## config.mk

```make
export PLATFORM = sky130hd
export DESIGN_NAME = ipi_handshake_unit
export DESIGN_NICKNAME = d
export VERILOG_FILES = /design/src/rtl/ipi_pkg.sv /design/src/rtl/ipi_cmd_decode.sv /design/src/rtl/ipi_pend_flag.sv /design/src/rtl/ipi_mask_reg.sv /design/src/rtl/ipi_handshake_unit.sv
export SDC_FILE = /design/constraint.sdc
export NUM_CORES = 1
export LEC_CHECK = 0
export ABC_AREA = 1
export BUFFER_PORTS_ARGS = -buffer_cell sky130_fd_sc_hd__buf_2
export CAP_MARGIN = 25
export CELL_PAD_IN_SITES_DETAIL_PLACEMENT = 0
export CELL_PAD_IN_SITES_GLOBAL_PLACEMENT = 1
export CORE_ASPECT_RATIO = 0.75
export CORE_MARGIN = 2
export CORE_UTILIZATION = 18
export CTS_CLUSTER_DIAMETER = 30
export CTS_CLUSTER_SIZE = 24
export DETAILED_ROUTE_END_ITERATION = 7
export PLACE_DENSITY_LB_ADDON = 0.1
export SLEW_MARGIN = 20
export SYNTH_ARGS = -nofsm -noshare
export SYNTH_HDL_FRONTEND = slang
export SYNTH_SLANG_ARGS = --single-unit
```

## constraint.sdc

```tcl
create_clock -name clk -period 1.3 [get_ports clk]
set_input_delay 0.13 -clock clk [delete_from_list [all_inputs] [get_ports clk]]
set_output_delay 0.13 -clock clk [all_outputs]
set_load 0.03 [all_outputs]
```

## src/rtl/ipi_pkg.sv

```systemverilog
// Shared constants for the inter-processor interrupt unit.
// Assumes both ports use the same command bit layout; only the flag each
// bit targets differs with the port's role.
package ipi_pkg;
    localparam int NUM_FLAGS = 4;
    localparam int STAT_W    = 6;

    // Pending flag indices, equal to their status bit positions.
    localparam int F_HREQ = 0;   // host request, interrupts auxiliary
    localparam int F_RACK = 1;   // auxiliary acknowledge, interrupts host
    localparam int F_ATTN = 2;   // auxiliary attention, interrupts host
    localparam int F_AACK = 3;   // host acknowledge, interrupts auxiliary

    // Status positions of the two enables.
    localparam int S_AUX_EN  = 4;
    localparam int S_HOST_EN = 5;

    // Command bit positions on either write port.
    localparam int C_ORIG   = 0;  // originate a message to the far side
    localparam int C_ACK    = 1;  // acknowledge the far side's message
    localparam int C_CLR_M  = 2;  // clear the far side's message flag
    localparam int C_CLR_A  = 3;  // clear the far side's acknowledge flag
    localparam int C_MSK_WE = 4;  // load the far side's interrupt enable
    localparam int C_MSK_V  = 5;  // value for that enable

    typedef enum logic {ROLE_HOST = 1'b0, ROLE_AUX = 1'b1} role_e;

    typedef struct packed {
        logic [NUM_FLAGS-1:0] set;
        logic [NUM_FLAGS-1:0] clr;
        logic                 mask_we;
        logic                 mask_val;
    } cmd_t;
endpackage

```

## src/rtl/ipi_cmd_decode.sv

```systemverilog
// Turns one port's write into per-flag set and clear strobes and an
// enable load. The ROLE parameter selects the flag each command bit reaches.
// Assumes DATA_W >= 6; bits above 5 are ignored.
module ipi_cmd_decode
    import ipi_pkg::*;
#(
    parameter int    DATA_W = 16,
    parameter role_e ROLE   = ROLE_HOST
) (
    input  logic              wr_en,
    input  logic [DATA_W-1:0] wr_data,
    output cmd_t              cmd
);
    generate
        if (ROLE == ROLE_HOST) begin : g_host
            // Host: originates request and attention-ack, clears attention and request-ack.
            always_comb begin
                cmd          = '0;
                cmd.set[F_HREQ] = wr_en & wr_data[C_ORIG];
                cmd.set[F_AACK] = wr_en & wr_data[C_ACK];
                cmd.clr[F_ATTN] = wr_en & wr_data[C_CLR_M];
                cmd.clr[F_RACK] = wr_en & wr_data[C_CLR_A];
                cmd.mask_we     = wr_en & wr_data[C_MSK_WE];
                cmd.mask_val    = wr_data[C_MSK_V];
            end
        end else begin : g_aux
            // Auxiliary: originates attention and request-ack, clears request and attention-ack.
            always_comb begin
                cmd          = '0;
                cmd.set[F_ATTN] = wr_en & wr_data[C_ORIG];
                cmd.set[F_RACK] = wr_en & wr_data[C_ACK];
                cmd.clr[F_HREQ] = wr_en & wr_data[C_CLR_M];
                cmd.clr[F_AACK] = wr_en & wr_data[C_CLR_A];
                cmd.mask_we     = wr_en & wr_data[C_MSK_WE];
                cmd.mask_val    = wr_data[C_MSK_V];
            end
        end
    endgenerate
endmodule

```

## src/rtl/ipi_pend_flag.sv

```systemverilog
// One level-held pending flag. Set has priority over clear.
// Assumes set and clr are already qualified by the write strobe.
module ipi_pend_flag (
    input  logic clk,
    input  logic rst_n,
    input  logic set,
    input  logic clr,
    output logic q
);
    // Hold the flag; set beats clear; synchronous reset clears it.
    always_ff @(posedge clk) begin
        if (!rst_n)   q <= 1'b0;
        else if (set) q <= 1'b1;
        else if (clr) q <= 1'b0;
    end

    AST_SET_WINS: assert property (@(posedge clk) disable iff (!rst_n)
        set |=> q);
    AST_FLAG_HOLDS: assert property (@(posedge clk) disable iff (!rst_n)
        (!set && !clr) |=> $stable(q));
    AST_CLEAR_TAKES: assert property (@(posedge clk) disable iff (!rst_n)
        (clr && !set) |=> !q);
endmodule

```

## src/rtl/ipi_mask_reg.sv

```systemverilog
// Interrupt enable bit for one side, written only by the far side.
// Assumes RST_VAL is the enable state wanted after reset.
module ipi_mask_reg #(
    parameter bit RST_VAL = 1'b1
) (
    input  logic clk,
    input  logic rst_n,
    input  logic we,
    input  logic val,
    output logic en
);
    // Load the enable on a mask write; reset to RST_VAL.
    always_ff @(posedge clk) begin
        if (!rst_n)  en <= RST_VAL;
        else if (we) en <= val;
    end

    AST_MASK_STABLE: assert property (@(posedge clk) disable iff (!rst_n)
        !we |=> $stable(en));
endmodule

```

## src/rtl/ipi_handshake_unit.sv

```systemverilog
// Two opposite-direction interrupt handshakes between a host and one
// auxiliary processor. Each side writes commands and reads a shared status.
// Assumes both ports share clk and that the host port is wired to the
// first-slot board.
module ipi_handshake_unit
    import ipi_pkg::*;
#(
    parameter int DATA_W      = 16,
    parameter bit AUX_EN_RST  = 1'b1,
    parameter bit HOST_EN_RST = 1'b1
) (
    input  logic              clk,
    input  logic              rst_n,
    input  logic              h_wr_en,
    input  logic [DATA_W-1:0] h_wr_data,
    output logic [DATA_W-1:0] h_rd_data,
    output logic              h_irq,
    input  logic              a_wr_en,
    input  logic [DATA_W-1:0] a_wr_data,
    output logic [DATA_W-1:0] a_rd_data,
    output logic              a_irq
);
    localparam int PAD_W = DATA_W - STAT_W;

    cmd_t                 h_cmd, a_cmd;
    logic [NUM_FLAGS-1:0] pend;
    logic                 aux_en, host_en;
    logic [STAT_W-1:0]    status;

    ipi_cmd_decode #(.DATA_W(DATA_W), .ROLE(ROLE_HOST)) u_hdec (
        .wr_en(h_wr_en), .wr_data(h_wr_data), .cmd(h_cmd));
    ipi_cmd_decode #(.DATA_W(DATA_W), .ROLE(ROLE_AUX)) u_adec (
        .wr_en(a_wr_en), .wr_data(a_wr_data), .cmd(a_cmd));

    genvar gi;
    generate
        for (gi = 0; gi < NUM_FLAGS; gi++) begin : g_flag
            ipi_pend_flag u_flag (
                .clk(clk), .rst_n(rst_n),
                .set(h_cmd.set[gi] | a_cmd.set[gi]),
                .clr(h_cmd.clr[gi] | a_cmd.clr[gi]),
                .q(pend[gi]));
        end
    endgenerate

    // Host writes the auxiliary's enable; auxiliary writes the host's.
    ipi_mask_reg #(.RST_VAL(AUX_EN_RST)) u_aux_mask (
        .clk(clk), .rst_n(rst_n), .we(h_cmd.mask_we), .val(h_cmd.mask_val), .en(aux_en));
    ipi_mask_reg #(.RST_VAL(HOST_EN_RST)) u_host_mask (
        .clk(clk), .rst_n(rst_n), .we(a_cmd.mask_we), .val(a_cmd.mask_val), .en(host_en));

    // Assemble the status word and gate each side's interrupt.
    always_comb begin
        status = {host_en, aux_en, pend};
        h_irq  = (pend[F_RACK] | pend[F_ATTN]) & host_en;
        a_irq  = (pend[F_HREQ] | pend[F_AACK]) & aux_en;
    end

    generate
        if (PAD_W > 0) begin : g_pad
            assign h_rd_data = {{PAD_W{1'b0}}, status};
            assign a_rd_data = {{PAD_W{1'b0}}, status};
        end else begin : g_nopad
            assign h_rd_data = status;
            assign a_rd_data = status;
        end
    endgenerate

    AST_HOST_REQ_LANDS: assert property (@(posedge clk) disable iff (!rst_n)
        (h_wr_en && h_wr_data[C_ORIG]) |=> a_rd_data[F_HREQ]);
    AST_AUX_ACK_LANDS: assert property (@(posedge clk) disable iff (!rst_n)
        (a_wr_en && a_wr_data[C_ACK]) |=> h_rd_data[F_RACK]);
    AST_ATTN_LANDS: assert property (@(posedge clk) disable iff (!rst_n)
        (a_wr_en && a_wr_data[C_ORIG]) |=> h_rd_data[F_ATTN]);
    AST_HOST_ACK_LANDS: assert property (@(posedge clk) disable iff (!rst_n)
        (h_wr_en && h_wr_data[C_ACK]) |=> a_rd_data[F_AACK]);
    AST_IDLE_NO_CHANGE: assert property (@(posedge clk) disable iff (!rst_n)
        (!h_wr_en && !a_wr_en) |=> $stable(h_rd_data));
endmodule

```

# == Word-level counts from Yosys, hierarchy flattened ==
# Cells that the tools add are included.
# totals
ff_bits,6
latch_bits,0
ram_bits,0
romBits,0
in_bits,36
out_inout_bits,34
elab_cells,32
memories,0
# op_classes
n_addsub,0
multipliers,0
div_mod_pow,0
n_lt_le_gt_ge,0
eq_ne,0
n_shift,0
n_mux,8
bitwise,14
n_reduce_logical,4
# ops
op,count
$and 1x1->1,12
$mux 1,8
$reduce_bool 2->1,4
$or 1x1->1,2

# == Logic depth before layout (Yosys ltp) ==
# Gate-level depths: netlist (run 1).
# depth
word_depth,3
depth_mapped,3
mapped_depth_nobuf,3

# == Modules after synthesis ==
# From an unflattened synthesis (run 1), not the netlist that was laid out.
# unflattened
cells_unflattened,109
area_unflattened_um2,706.9
# by_module_without_submodules
mod,n_inst,cells_each,area_per_inst_um2,seq_area_each_um2
ipi_handshake_unit,1,43,286.5,0.0
ipi_pend_flag,4,6,43.8,20.0
ipi_cmd_decode,2,16,78.8,0.0
ipi_mask_reg,2,5,43.8,20.0

# == Worst setup path before layout (run 1) ==
# No wires, ideal clock.
# synth_timing
path_kind,reg2out
from,reg g_flag[3].u_flag.q
to,out a_irq
arrival_time_ns,0.639
t_required_ns,1.170
setup_slack_ns,0.531
path_stages_with_launch,2
n_path_buf,0
cell_sequence,dfxtp_1 -> o21a_1
# synth_between
elab_chain_cells,2
# synth_rtl
item,line,text
from (decl),ipi_pend_flag.sv:8,output logic q
from (signal assigned),ipi_pend_flag.sv:12,if (!rst_n) q <= 1'b0;
from (signal assigned),ipi_pend_flag.sv:13,else if (set) q <= 1'b1;
from (signal assigned),ipi_pend_flag.sv:14,else if (clr) q <= 1'b0;
$or 1x1->1,ipi_handshake_unit.sv:56,a_irq = (pend[F_HREQ] | pend[F_AACK]) & aux_en;
$and 1x1->1,ipi_handshake_unit.sv:56,
to (decl),ipi_handshake_unit.sv:21,output logic a_irq
# Every way passes these cells.

# == Worst setup path in the final report (run 1) ==
# layout_timing
from,reg u_aux_mask.en
to,out a_irq
# layout_between
elab_chain_cells,1
# layout_rtl
item,line,text
from (decl),ipi_mask_reg.sv:10,output logic en
from (signal assigned),ipi_mask_reg.sv:15,else if (we) en <= val;
$and 1x1->1,ipi_handshake_unit.sv:56,
# Every way passes these cells.

==> impl_results.md, run 1 <==
- Number of port buffers: 29
- CP Launch Type: flip-flop
- R2R setup slack: 0.69 ns
- Hold crit path type: in2reg
- Register area share after synthesis: 24.9%
- Final setup fails: 0
- Setup Skew: 0 ns
- Peak VDD IR: 163 uV
- Max Root-Sink Buffers: 2
- CTS tree: done
- Vias: 380
- Leakage dissipation: 0.000305 uW
- Post-route antenna net violation count: 0
- Initial DRC count: 4
- Vias/cell: 3.14
- ANT cells: 0
- Critical-path top delay cell: dfxtp_1
- WHS: 0.109 ns
- Syn Area/Cell: 7.32 sq um
- Worst setup EP type: output pin
- First-pass detailed-route iteration total: 3
- Clock transition at the registers of the reported paths: 0.05 ns
- Overall routing resource usage: 5.90%
- Critical path endpoint: a_irq
- Post-Synthesis Cells: 66
- Die Y-Extent: 48.9 um
- IO Pins: 70
- Core area: 2580 sq um
- Power per Cell Area: 1140 nW/um^2
- Status: completed
- Total gr overflow: 0
- Post-CTS Setup Bufs: 0
- Synth warn: 0
- TritonCTS buffer count: 3
- Critical path type: reg2out
- Initial antenna violation count: 0
- DR WL/cell: 7.68 um
- Cell variety after synth: 8
- GPL Wtd Cong: 0.638
- Area Growth Syn to Fin: 9.07%
- R2R depth: 2
- Num rows: 16
- Slew Viols, Final: 0
- Most common cell after layout, fill and taps aside: buf_2
- Worst r2r dst: g_flag[3].u_flag.q
- Max incr delay on CP: 0.38 ns
- Synth Cell Area: 483 sq um
- Final WS setup: 0.233 ns
- Clk sink count: 6
- Clock Latency Late Sink: 0.24 ns
- Layout Nets: 123
- First-pass GRT wire length: 1350 um
- Power Total: 600 uW
- Final period utilization: 82.1%
- Layout cell share with drive strength beyond 1: 37.6%
- Worst r2r src: g_flag[3].u_flag.q
- Post-place setup slack: 0.472 ns
- Clock root cell: clkbuf_4
- Synth top area share: 49.7%
- Cts hold-fix bufs: 0
- Register bit count reported by yosys: 6
- Vias in the first global route: 308
- RSZ-0062 raised after global routing: false
- Worst path arrival time: 0.94 ns
- Synth area leaders: buf_4 50%, dfxtp_1 25%, nand2_1 12%, a21oi_1 4.1%, nand3_1 4.1%
- Most frequent cells in the layout: 29 x buf_2, 20 x conb_1, 16 x nand2_1
- Fin Setup TNS: 0 ns
- F_max: 937 MHz
- CP startpoint: u_aux_mask.en
- Final-report hold violation count: 0
- Critical path peak fanout: 4
- Max_cap viols: 0
- Die Wd: 63.8 um
- Initial Utilization: 18.7%
- H-tree Lvls: 1
- Largest net degree at the start of global routing: 7
- Area leader, netlist: buf_4
- Worst-path cell chain: o21a_1 > buf_2
- WL final: 929 um
- Critical Path RT: 1.17 ns
- Post-CTS resize count: 0
- Final min period: 1.07 ns
- Die ar.: 3120 sq um
- DRC: 0
cell usage after synthesis:
| master | count |
|---|---|
| dfxtp_1 | 6 |
| buf_4 | 32 |
| inv_1 | 1 |
| a21oi_1 | 4 |
| o21a_1 | 2 |
| nand3_1 | 4 |
| nand2_1 | 16 |
| conb_1 | 1 |
worst min path at each step:
stage | endpoint | startpoint | cells past startpoint
6_report | u_aux_mask.en | rst_n | 2
5_1_grt | u_host_mask.en | rst_n | 2
4_1_cts | u_aux_mask.en | rst_n | 2
3_5_place_dp | u_aux_mask.en | rst_n | 2
3_3_place_gp | u_host_mask.en | rst_n | 2
2_1_floorplan | u_aux_mask.en | rst_n | 1
sequential cells by signal, indices dropped and copies added, names as in the netlist:
name             flops
u_aux_mask.en        1
u_host_mask.en       1
g_flag.u_flag.q      4
kinds of logic (layout without fill, tap and decap cells):
kind of cell | after synthesis | in the layout | share of synthesized area (%)
other | 1 | 20 | 0.776
and+or+nand+nor | 20 | 20 | 16.6
buffers and inverters | 33 | 33 | 50.5
AOI/OAI and AO/OA | 6 | 6 | 7.25
DFF | 6 | 6 | 24.9
stage by stage:
stage	std cells	cell area [sq um]	util [%]
after floorplan	85	554	-
after global placement	118	504	19.5
after detailed placement	118	504	19.5
after CTS	121	527	20.4
after global routing	121	527	20.4
final	121	527	20.4
critical path: cells and delay by family, from the launching register on:
kind                   cells  cell delay [ns]
AOI/OAI and AO/OA          1             0.13
buffers and inverters      1             0.18
DFF                        1             0.38
cell type report:
cell class	count	area, sq um
fill	292	2060
inverter	1	3.75
sequential	6	120
tap	36	45.0
multi-input combinational	46	190
clock buffer	3	22.5
timing repair buffer	29	145
power by group:
part / switching, uW / leakage, uW / total [uW] / internal (uW)
Sequential: 10.9 / 0.0000496 / 208 / 197
Clock: 67.5 / 0.0000138 / 172 / 104
Combinational: 171 / 0.000242 / 221 / 49.5
Total: 249 / 0.000305 / 600 / 351
metal layers:
layer	GRT usage (%)	vias up	share of wire [%]
met2	8.85	28	44
met1	7.31	156	45
li1	-	194	-
met5	0	-	0
met3	0.693	2	9.3
met4	5.43	0	1.4
(Power assumes the default switching activity.)
==> inputs of run 2 (changes only) <==
--- a/config.mk
+++ b/config.mk
@@ -12,7 +12,7 @@
 export CELL_PAD_IN_SITES_GLOBAL_PLACEMENT = 1
 export CORE_ASPECT_RATIO = 0.75
 export CORE_MARGIN = 2
-export CORE_UTILIZATION = 18
+export CORE_UTILIZATION = 17
 export CTS_CLUSTER_DIAMETER = 30
 export CTS_CLUSTER_SIZE = 24
 export DETAILED_ROUTE_END_ITERATION = 7
==> constraint.sdc (replaced) <==
create_clock -name clk -period 1 [get_ports clk]
set_input_delay 0.1 -clock clk [delete_from_list [all_inputs] [get_ports clk]]
set_output_delay 0.1 -clock clk [all_outputs]
set_load 0.03 [all_outputs]
==> run 2 against run 1 <==
Compared with the run above:
- core utilization increased by 1.1 points
- global-route usage up 0.28 points
- flip-flop and latch count unchanged
- setup slack worse by 0.20 ns
- register-to-register slack got worse by 0.28 ns
- clock power is 110% higher
- routed wire length increased by 9.5%
- first-iteration DRC count increased by 25%
==> impl_results.md, run 2 (synthesis results as in run 1) <==
- Layout Nets: 124
- Biggest regs: g_flag.u_flag.q (4), u_aux_mask.en (1), u_host_mask.en (1)
- Clock root cell: clkbuf_8
- Vias in the first global route: 285
- H-tree Lvls: 1
- Critical-path top delay cell: dfxtp_2
- Area of the multi-input gates: 190 sq um
- Final setup fails: 0
- Clock Latency Late Sink: 0.22 ns
- Slew Viols, Final: 0
- Post-route antenna net violation count: 0
- Die Y-Extent: 50.2 um
- Most common cell after layout, fill and taps aside: buf_2
- First-pass GRT wire length: 1360 um
- Worst path arrival time: 0.87 ns
- Max reg flops: 4
- Initial Utilization: 18.1%
- Post-DP HPWL: 853 um
- Largest register by flop count: g_flag.u_flag.q
- F_max: 1030 MHz
- Placed Area: 504 sq um
- IO Pins: 70
- Die ar.: 3290 sq um
- Power per Cell Area: 1630 nW/um^2
- WL final: 1020 um
- R2R depth: 2
- Worst r2r src: g_flag[1].u_flag.q
- DR WL/cell: 8.34 um
- Critical path peak fanout: 4
- Final period utilization: 96.8%
- Filler cell count: 309
- Leakage dissipation: 0.000322 uW
- Peak VDD IR: 322 uV
- WHS: 0.0942 ns
- Number of port buffers: 29
- Area Growth Syn to Fin: 18.7%
- CP Launch Type: flip-flop
- Fin cells: 122
- Vias/cell: 3.27
- Reg area: 128 sq um
- DRC: 0
- Num rows: 16
- Cts hold-fix bufs: 0
- Initial antenna violation count: 0
- Max Root-Sink Buffers: 2
- First-pass detailed-route iteration total: 2
- Status: completed
- Worst r2r dst: g_flag[1].u_flag.q
- Layout cell share with drive strength beyond 1: 45.3%
- CTS tree: done
- GPL Wtd Cong: 0.658
- ANT cells: 0
- TritonCTS buffer count: 3
- Core area: 2660 sq um
- Max_cap viols: 0
- Final non-filler cell area: 573 sq um
- Most frequent cells in the layout: 27 x buf_2, 20 x conb_1, 16 x nand2_1
- Largest net degree at the start of global routing: 7
- Final min period: 0.968 ns
- Max incr delay on CP: 0.32 ns
- Critical Path RT: 0.90 ns
- Final-report hold violation count: 0
- Critical path endpoint: h_irq
- Setup Skew: 0 ns
- Worst setup EP type: output pin
- Placed insts: 118
- Hold crit path type: in2reg
- RSZ-0062 raised after global routing: true
- Critical path type: reg2out
- CP startpoint: g_flag[2].u_flag.q
- Initial DRC count: 5
- Total gr overflow: 0
- Die Wd: 65.5 um
- Overall routing resource usage: 6.17%
- R2R setup slack: 0.41 ns
- Clk sink count: 6
- Clock transition at the registers of the reported paths: 0.04 ns
- Worst-path cell chain: o21a_1 > buf_6
- Vias: 399
-- run 2: cell count changes in the layout (fill, tap and decap cells not counted), sizes merged --
| cell | previous run | this run |
|---|---|---|
| buf | 29 | 30 |
-- run 2: stage by stage --
| stage | utilization (%) | total power, uW | worst slack, ns | TNS [ns] |
|---|---|---|---|---|
| floorplan | - | 586 | 0.261 | 0 |
| global placement | 18.9 | 565 | 0.215 | 0 |
| detailed placement | 18.9 | 565 | 0.209 | 0 |
| CTS | 20.8 | 940 | 0.00272 | 0 |
| global route | 21.5 | 981 | -0.00232 | -0.00232 |
| finish | 21.5 | 935 | 0.0320 | 0 |
-- run 2: where the power goes --
part / switching, uW / internal, uW / total (uW)
Clock: 99.0 / 258 / 357
Sequential: 14.7 / 260 / 275
Combinational: 226 / 77.5 / 303
Total: 340 / 596 / 935
-- run 2: how the worst min path moves through the flow --
stage | start | to | slack, ns | cells past startpoint
5_1_grt | rst_n | u_host_mask.en | 0.11 | 2
6_report | rst_n | u_host_mask.en | 0.09 | 2
4_1_cts | rst_n | u_aux_mask.en | 0.09 | 2
3_3_place_gp | rst_n | u_aux_mask.en | 0.32 | 2
2_1_floorplan | rst_n | u_aux_mask.en | 0.18 | 1
3_5_place_dp | rst_n | u_aux_mask.en | 0.33 | 2
-- run 2: area by class of cell --
class / instances / area share (%)
clock buffer: 3 / 7.21
inverter: 1 / 0.655
multi-input combinational: 46 / 33.2
sequential: 6 / 22.3
tap: 36 / 7.86
timing repair buffer: 30 / 28.8
-- run 2: timing repair --
item	4_1_cts	5_1_grt
gates resized for setup	5	5
hold endpoints to repair	0	0
endpoints found under the setup margin	2	2
pin swaps	0	1
buffers inserted	0	1
-- run 2: per-layer routing --
metal	vias up	GRT usage (%)	share of wire, %
met1	171	6.59	40
met4	0	5.21	2.1
met2	29	8.50	44
met5	-	0	0
li1	197	-	-
met3	2	3.81	13
-- run 2: worst max-delay path, delay by kind of cell, from the launching register on --
kind                   cells  cell delay [ns]
DFF                        1             0.32
AOI/OAI and AO/OA          1             0.19
buffers and inverters      1             0.13
